===== src/rtl/eta_pkg.sv =====
package eta_pkg;
    typedef enum logic {
        CELL_XOR   = 1'b0,
        CELL_FORCE = 1'b1
    } cell_mode_e;
endpackage


===== src/rtl/eta_ripple.sv =====
module eta_ripple #(
    parameter int W = 8
) (
    input  logic [W-1:0] a,
    input  logic [W-1:0] b,
    output logic [W:0]   s
);
    logic [W:0] carry;

    assign carry[0] = 1'b0;

    for (genvar i = 0; i < W; i++) begin : g_fa
        assign s[i]       = a[i] ^ b[i] ^ carry[i];
        assign carry[i+1] = (a[i] & b[i]) | (carry[i] & (a[i] ^ b[i]));
    end

    assign s[W] = carry[W];
endmodule


===== src/rtl/eta_force_scan.sv =====
module eta_force_scan #(
    parameter int W = 8
) (
    input  logic [W-1:0]                a,
    input  logic [W-1:0]                b,
    output eta_pkg::cell_mode_e [W-1:0] mode
);
    logic [W-1:0] both;
    logic [W-1:0] seen;

    assign both = a & b;
    assign seen[W-1] = both[W-1];

    for (genvar i = W - 2; i >= 0; i--) begin : g_scan
        assign seen[i] = seen[i+1] | both[i];
    end

    for (genvar i = 0; i < W; i++) begin : g_mode
        assign mode[i] = seen[i] ? eta_pkg::CELL_FORCE : eta_pkg::CELL_XOR;
    end
endmodule


===== src/rtl/eta_carry_free.sv =====
module eta_carry_free #(
    parameter int W = 8
) (
    input  logic [W-1:0]                a,
    input  logic [W-1:0]                b,
    input  eta_pkg::cell_mode_e [W-1:0] mode,
    output logic [W-1:0]                s
);
    for (genvar i = 0; i < W; i++) begin : g_cell
        assign s[i] = (mode[i] == eta_pkg::CELL_FORCE) ? 1'b1 : (a[i] ^ b[i]);
    end
endmodule


===== src/rtl/split_approx_adder.sv =====
module split_approx_adder #(
    parameter int WIDTH = 16,
    parameter int LOW_W = 8
) (
    input  logic             clk,
    input  logic             rst_n,
    input  logic [WIDTH-1:0] op_a,
    input  logic [WIDTH-1:0] op_b,
    output logic [WIDTH:0]   sum
);
    localparam int HIGH_W = WIDTH - LOW_W;

    typedef struct packed {
        logic [WIDTH:0] sum;
    } state_t;

    state_t state_d, state_q;
    logic [WIDTH:0]  raw_sum;
    logic [HIGH_W:0] high_sum;

    eta_ripple #(.W(HIGH_W)) u_high (
        .a (op_a[WIDTH-1:LOW_W]),
        .b (op_b[WIDTH-1:LOW_W]),
        .s (high_sum)
    );

    if (LOW_W > 0) begin : g_low
        eta_pkg::cell_mode_e [LOW_W-1:0] low_mode;
        logic [LOW_W-1:0]                low_sum;

        eta_force_scan #(.W(LOW_W)) u_scan (
            .a    (op_a[LOW_W-1:0]),
            .b    (op_b[LOW_W-1:0]),
            .mode (low_mode)
        );

        eta_carry_free #(.W(LOW_W)) u_free (
            .a    (op_a[LOW_W-1:0]),
            .b    (op_b[LOW_W-1:0]),
            .mode (low_mode),
            .s    (low_sum)
        );

        assign raw_sum = {high_sum, low_sum};
    end else begin : g_exact
        assign raw_sum = high_sum;
    end

    always_comb begin
        state_d     = state_q;
        state_d.sum = raw_sum;
    end

    always_ff @(posedge clk or negedge rst_n) begin
        if (!rst_n) begin
            state_q <= '0;
        end else begin
            state_q <= state_d;
        end
    end

    assign sum = state_q.sum;
endmodule


===== config.mk =====
export PLATFORM = sky130hd
export DESIGN_NAME = split_approx_adder
export DESIGN_NICKNAME = d
export VERILOG_FILES = /design/src/rtl/eta_pkg.sv /design/src/rtl/eta_ripple.sv /design/src/rtl/eta_force_scan.sv /design/src/rtl/eta_carry_free.sv /design/src/rtl/split_approx_adder.sv
export SDC_FILE = /design/constraint.sdc
export NUM_CORES = 1
export LEC_CHECK = 0
export BUFFER_PORTS_ARGS = -buffer_cell sky130_fd_sc_hd__buf_2
export CAP_MARGIN = 25
export CORE_AREA = 2 2 47 49
export CTS_BUF_LIST = sky130_fd_sc_hd__clkbuf_8
export CTS_CLUSTER_DIAMETER = 100
export DETAILED_ROUTE_END_ITERATION = 10
export DIE_AREA = 0 0 49 51
export PLACE_DENSITY = 0.77
export SLEW_MARGIN = 40
export SYNTH_ARGS = -nofsm -noshare
export SYNTH_HDL_FRONTEND = slang
export SYNTH_SLANG_ARGS = --single-unit

===== constraint.sdc =====
create_clock -name clk -period 0.8 [get_ports clk]
set_clock_uncertainty 0.2 [all_clocks]
set_input_delay 0.04 -clock clk [delete_from_list [all_inputs] [get_ports clk]]
set_output_delay 0.04 -clock clk [all_outputs]
set_load 0.01 [all_outputs]

==> metrics, run 1 <==
Max-cap violations=0; Worst EP arrival=2790 ps; H-tree levels=1; Final WS setup=-2000 ps; number of global-route vias before repair=637; result of the run=finished, violations left; power per cell area=1640 nW/µm²; DRT iter0 DRCs=3; Reg clk slew, reported paths=70 ps; global-route wire length before repair=2.56 mm; clk root buf=clkbuf_8; leak pwr=0.624 nW; post-synthesis cell type with the largest combined area=dfrtp_1; syn_nets=103; Power Total=2.14 mW; crit path to=sum[15]; count of cell types in the netlist=14; total CTS buffers=3; CP max FO=1; Vias=626; Most common cell on crit path=fa_2; violated checks=hold timing, setup timing; die height=51 µm; multi-input logic area=417 µm²; CTS max path bufs=2; routed wire length=1.58 mm; Synth Area per Inst=15.0 µm²; Remaining DRCs=0; Hold WS=-193 ps; Achievable Freq=358 MHz; Slew HR=0.816; drt wl/cell=11.1 µm; RSZ-0062 raised after global routing=true; CP peak stage delay=430 ps; core box area=2060 µm²; cell-by-cell trace of the critical path=buf_6 > ha_4 > inv_2 > fa_2 > inv_2 > fa_2 > fa_2 > fa_2 > fa_2 > fa_2 > inv_2 > fa_2 > inv_2; ANT nets after route=0; most common library cell in the layout ignoring fill and taps=buf_2; max FFs per register=17; pin count of the biggest net entering global routing=18; CP endpoint kind=flop; gpl congestion=0.716; initial core utilization=0.394; fin util=0.633; drt pass-1 iters=2; CP required=790 ps; TritonCTS clock tree=built; site row count=17; most frequent cells in the layout=42 x buf_2, 17 x dfrtp_1, 7 x fa_2, 7 x buf_6, 6 x inv_1; sequential fraction of the synthesis area=0.524; fin crit share=3.50; n_diodes=0; GRT Total Usage=0.139; HPWL after DPL=1.34 mm; CP startpoint=op_a[8]; IO Port Bufs=50; synthesized area=812 µm²; GR Overflow Total=0; Mapped Cells=54; Die Width=49 µm; Vias/cell=4.41; startpoint types=input pin; Die Area=2500 µm²; WS Path Type=in2reg; Hold Vio Cnt, Final=14; Worst Tran Pin Value=276 ps; share of cells above drive strength 1=0.658; final slew viol count=0; fin crit period=2800 ps; Clock Sinks=17; Syn. warnings=0; initial antenna violation count=0; area share of the largest cell type after synthesis=0.524; Peak VDD IR=1070 µV; io pins=51; # setup viols final=30; Synth area leaders=dfrtp_1 52%, fa_1 17%, ha_1 12%, inv_1 4.6%, a2111oi_4 3.4%; Layout Area Growth over Synthesis=60.7%; slowest stage cell, crit path=fa_2; flops & latches, synth=17; hold crit path type=in2reg; Fillers=177; Hold-fix buffers, CTS=1; Sequential Area=425 µm²; NumNets Final=164; setup tns final=-12610 ps
## synth_stat cells
| library cell | number |
|---|---|
| dfrtp_1 | 17 |
| inv_1 | 10 |
| ha_1 | 8 |
| a2111oi_4 | 1 |
| nand2_1 | 1 |
| a211o_1 | 1 |
| nand2b_1 | 1 |
| a2111o_1 | 1 |
| nand4bb_1 | 2 |
| or2_1 | 1 |
| or4b_1 | 1 |
| fa_1 | 7 |
| nor3_1 | 1 |
| nor2_1 | 2 |
## final cells by class
class                           instances  share of cell area
Clock buffer                            3              0.0316
Clock inverter                          1             0.00384
Inverter                               10              0.0288
Multi-Input combinational cell         27               0.319
Sequential cell                        17               0.326
Tap cell                               28              0.0268
Timing Repair Buffer                   56               0.264
## worst max-delay path: cells and delay by family
kind,cells,cell delay (ps)
fa+ha+maj,8,2450
buf+inv,5,290
## power breakdown
part	switching, mW	internal, mW
clock	0.275	0.344
combinational	0.259	0.286
sequential	0.0199	0.960
## repair_timing
action / 4_1_cts / 5_1_grt
buffers inserted: 1 / 0
endpoints found under the setup margin: 30 / 38
endpoints found under the hold margin: 31 / 14
resized for setup: 4 / 5
pin swaps: 3 / 2
## through the flow
step / instances / instance area (µm²) / setup WS, ps / hold slack, ps
floorplan: 54 / 880 / -2110 / -456
global placement: 137 / 1200 / -2260 / -222
detailed placement: 137 / 1200 / -2320 / -216
CTS: 142 / 1280 / -2000 / -197
global route: 142 / 1310 / -2060 / -201
finish: 142 / 1310 / -2000 / -193
## logic make-up (layout without fill, tap and decap cells)
kind of cell / Yosys count / in the layout / share of synthesized area
AOI/OAI and AO/OA: 3 / 3 / 0.0586
adders and majority gates: 15 / 15 / 0.296
buffers and inverters: 10 / 70 / 0.0462
DFF: 17 / 17 / 0.524
and+or+nand+nor: 9 / 9 / 0.0755
## worst min path at each step
stage	startpoint	cells after the start	endpoint	slack, ps
final	op_b[8]	2	sum[8]	-190
after global routing	op_b[8]	2	sum[8]	-200
after CTS	op_b[8]	2	sum[8]	-200
after detailed placement	rst_n	1	sum[9]	-220
after global placement	rst_n	1	sum[9]	-220
after floorplan	rst_n	0	sum[0]	-460
## layer usage
| metal | global-route usage | wire length (µm) |
|---|---|---|
| met3 | 0.0409 | 127 |
| met1 | 0.145 | 517 |
| met2 | 0.253 | 920 |
| met5 | 0 | 0 |
| met4 | 0.0714 | 14 |
Note: power is estimated with default switching activity, not from simulation.
==> run 2, diff against run 1 <==
--- a/config.mk
+++ b/config.mk
@@ -7,12 +7,12 @@
 export LEC_CHECK = 0
 export BUFFER_PORTS_ARGS = -buffer_cell sky130_fd_sc_hd__buf_2
 export CAP_MARGIN = 25
-export CORE_AREA = 2 2 47 49
+export CORE_AREA = 2 2 49 51
 export CTS_BUF_LIST = sky130_fd_sc_hd__clkbuf_8
 export CTS_CLUSTER_DIAMETER = 100
 export DETAILED_ROUTE_END_ITERATION = 10
-export DIE_AREA = 0 0 49 51
-export PLACE_DENSITY = 0.77
+export DIE_AREA = 0 0 51 53
+export PLACE_DENSITY = 0.72
 export SLEW_MARGIN = 40
 export SYNTH_ARGS = -nofsm -noshare
 export SYNTH_HDL_FRONTEND = slang
==> metrics, run 2 (synthesis gave the netlist of run 1 again) <==
Vias/cell=4.38; CP required=780 ps; Sequential Area=425 µm²; fin crit period=2810 ps; global-route wire length before repair=2.51 mm; die height=53 µm; switching power total=0.518 mW; Min-Delay Path Depth=2; Hold WS=-185 ps; ANT nets after route=0; Final WS setup=-2010 ps; Vias=626; routed wire length=1.53 mm; result of the run=finished, violations left; fin crit share=3.51; Achievable Freq=356 MHz; power share of the combinational group=0.258; Layout Area Growth over Synthesis=62.7%; Hold-fix buffers, CTS=1; Max-cap violations=0; Hold Vio Cnt, Final=14; power per cell area=1590 nW/µm²; core box area=2150 µm²; total CTS buffers=3; violated checks=hold timing, setup timing; n_diodes=0; Die Area=2700 µm²; P_int=1.59 mW; multi-input logic area=419 µm²; IO Port Bufs=50; initial antenna violation count=0; final slew viol count=0; drt wl/cell=10.7 µm; Power Total=2.11 mW; Slew HR=0.763; io pins=51; Remaining DRCs=0; startpoint types=input pin; Fillers=180; share of cells above drive strength 1=0.670; Reg power frac=0.467; pin count of the biggest net entering global routing=18; Worst Tran Pin Value=355 ps; Die Width=51 µm; most frequent cells in the layout=42 x buf_2, 17 x dfrtp_1, 9 x buf_6; # setup viols final=30; Worst EP arrival=2790 ps; Peak VDD IR=722 µV; RSZ-0062 raised after global routing=true; gpl congestion=0.691; GRT Total Usage=0.128; drt pass-1 iters=1; sw frac=0.246; leak pwr=0.631 nW; HPWL after DPL=1.34 mm; GR Overflow Total=0; CP max FO=1; TritonCTS clock tree=built; hold crit path type=in2reg; hold path endpoint=sum[8]; number of global-route vias before repair=636; DRT iter0 DRCs=0; Clock Power Share=0.275; NumNets Final=165; Reg clk slew, reported paths=60 ps; site row count=17; H-tree levels=1; most common library cell in the layout ignoring fill and taps=buf_2; max FFs per register=17; Hold Startpoint=op_b[8]; Clock Sinks=17; CP endpoint kind=flop; initial core utilization=0.378; fin util=0.615; CTS max path bufs=2; CP startpoint=op_a[8]; WS Path Type=in2reg; clk root buf=clkbuf_8
==> run 2: cell count changes in the layout (fill, tap and decap cells not counted) <==
cell | previous run | this run
buf_6 | 7 | 9
clkbuf_4 | 1 | 0
clkinv_2 | 1 | 0
inv_2 | 4 | 5
nand2_1 | 1 | 0
nand2_2 | 0 | 1
==> run 2: final cells by class <==
cell class / instances / share of cell area
clock buffers: 3 / 0.0312
clock inverters: 1 / 0.00284
inverters: 10 / 0.0284
multi-input cells: 27 / 0.317
flip-flops and latches: 17 / 0.322
well taps: 28 / 0.0265
repair buffers: 57 / 0.272
==> run 2: how the worst max path moves through the flow <==
| stage | slack (ps) | endpoint | cells past startpoint |
|---|---|---|---|
| after global routing | -2090 | sum[15] | 13 |
| after floorplan | -2110 | sum[15] | 12 |
| after CTS | -2020 | sum[15] | 13 |
| after detailed placement | -2310 | sum[15] | 13 |
| final | -2010 | sum[15] | 13 |
| after global placement | -2260 | sum[15] | 13 |
==> run 2: power by group through the flow <==
stage	clock network, mW	registers, mW	logic, mW
2_1_floorplan	0	1.06	0.165
3_3_place_gp	0	0.998	0.499
3_5_place_dp	0	1.00	0.517
4_1_cts	0.606	0.985	0.551
5_1_grt	0.651	0.991	0.628
6_report	0.578	0.984	0.544
==> run 2: routing by layer <==
layer  vias up  global-route usage  share of wire
met5         -                   0              0
met4         0              0.0405         0.0072
met3         2              0.0395           0.10
met2        32               0.251           0.54
met1       296               0.125           0.36
li1        296                   -              -
==> run 2: timing repair <==
action                                  CTS  global route
setup buffers                             2             1
endpoints found under the hold margin    31            14
pin swaps                                 4             2
endpoints found under the setup margin   31            30
gates resized for setup                   9             4
gates cloned                              0             0
==> run 2: worst max-delay path: stages <==
cell and delay (ps):
buf_6 100, ha_4 140, inv_2 40, fa_2 180, inv_2 30, fa_2 340
fa_2 360, fa_2 340, fa_2 340, fa_2 340, inv_2 60, fa_2 410
inv_1 60
==> run 2: through the flow <==
| step | setup WS [ps] | setup TNS [ps] | cells | instance area (µm²) | hold WS (ps) |
|---|---|---|---|---|---|
| 2_1_floorplan | -2110 | -11140 | 54 | 880 | -456 |
| 3_3_place_gp | -2260 | -13950 | 138 | 1210 | -223 |
| 3_5_place_dp | -2310 | -14330 | 138 | 1210 | -228 |
| 4_1_cts | -2020 | -12950 | 143 | 1310 | -195 |
| 5_1_grt | -2090 | -13840 | 143 | 1320 | -193 |
| 6_report | -2010 | -12720 | 143 | 1320 | -185 |
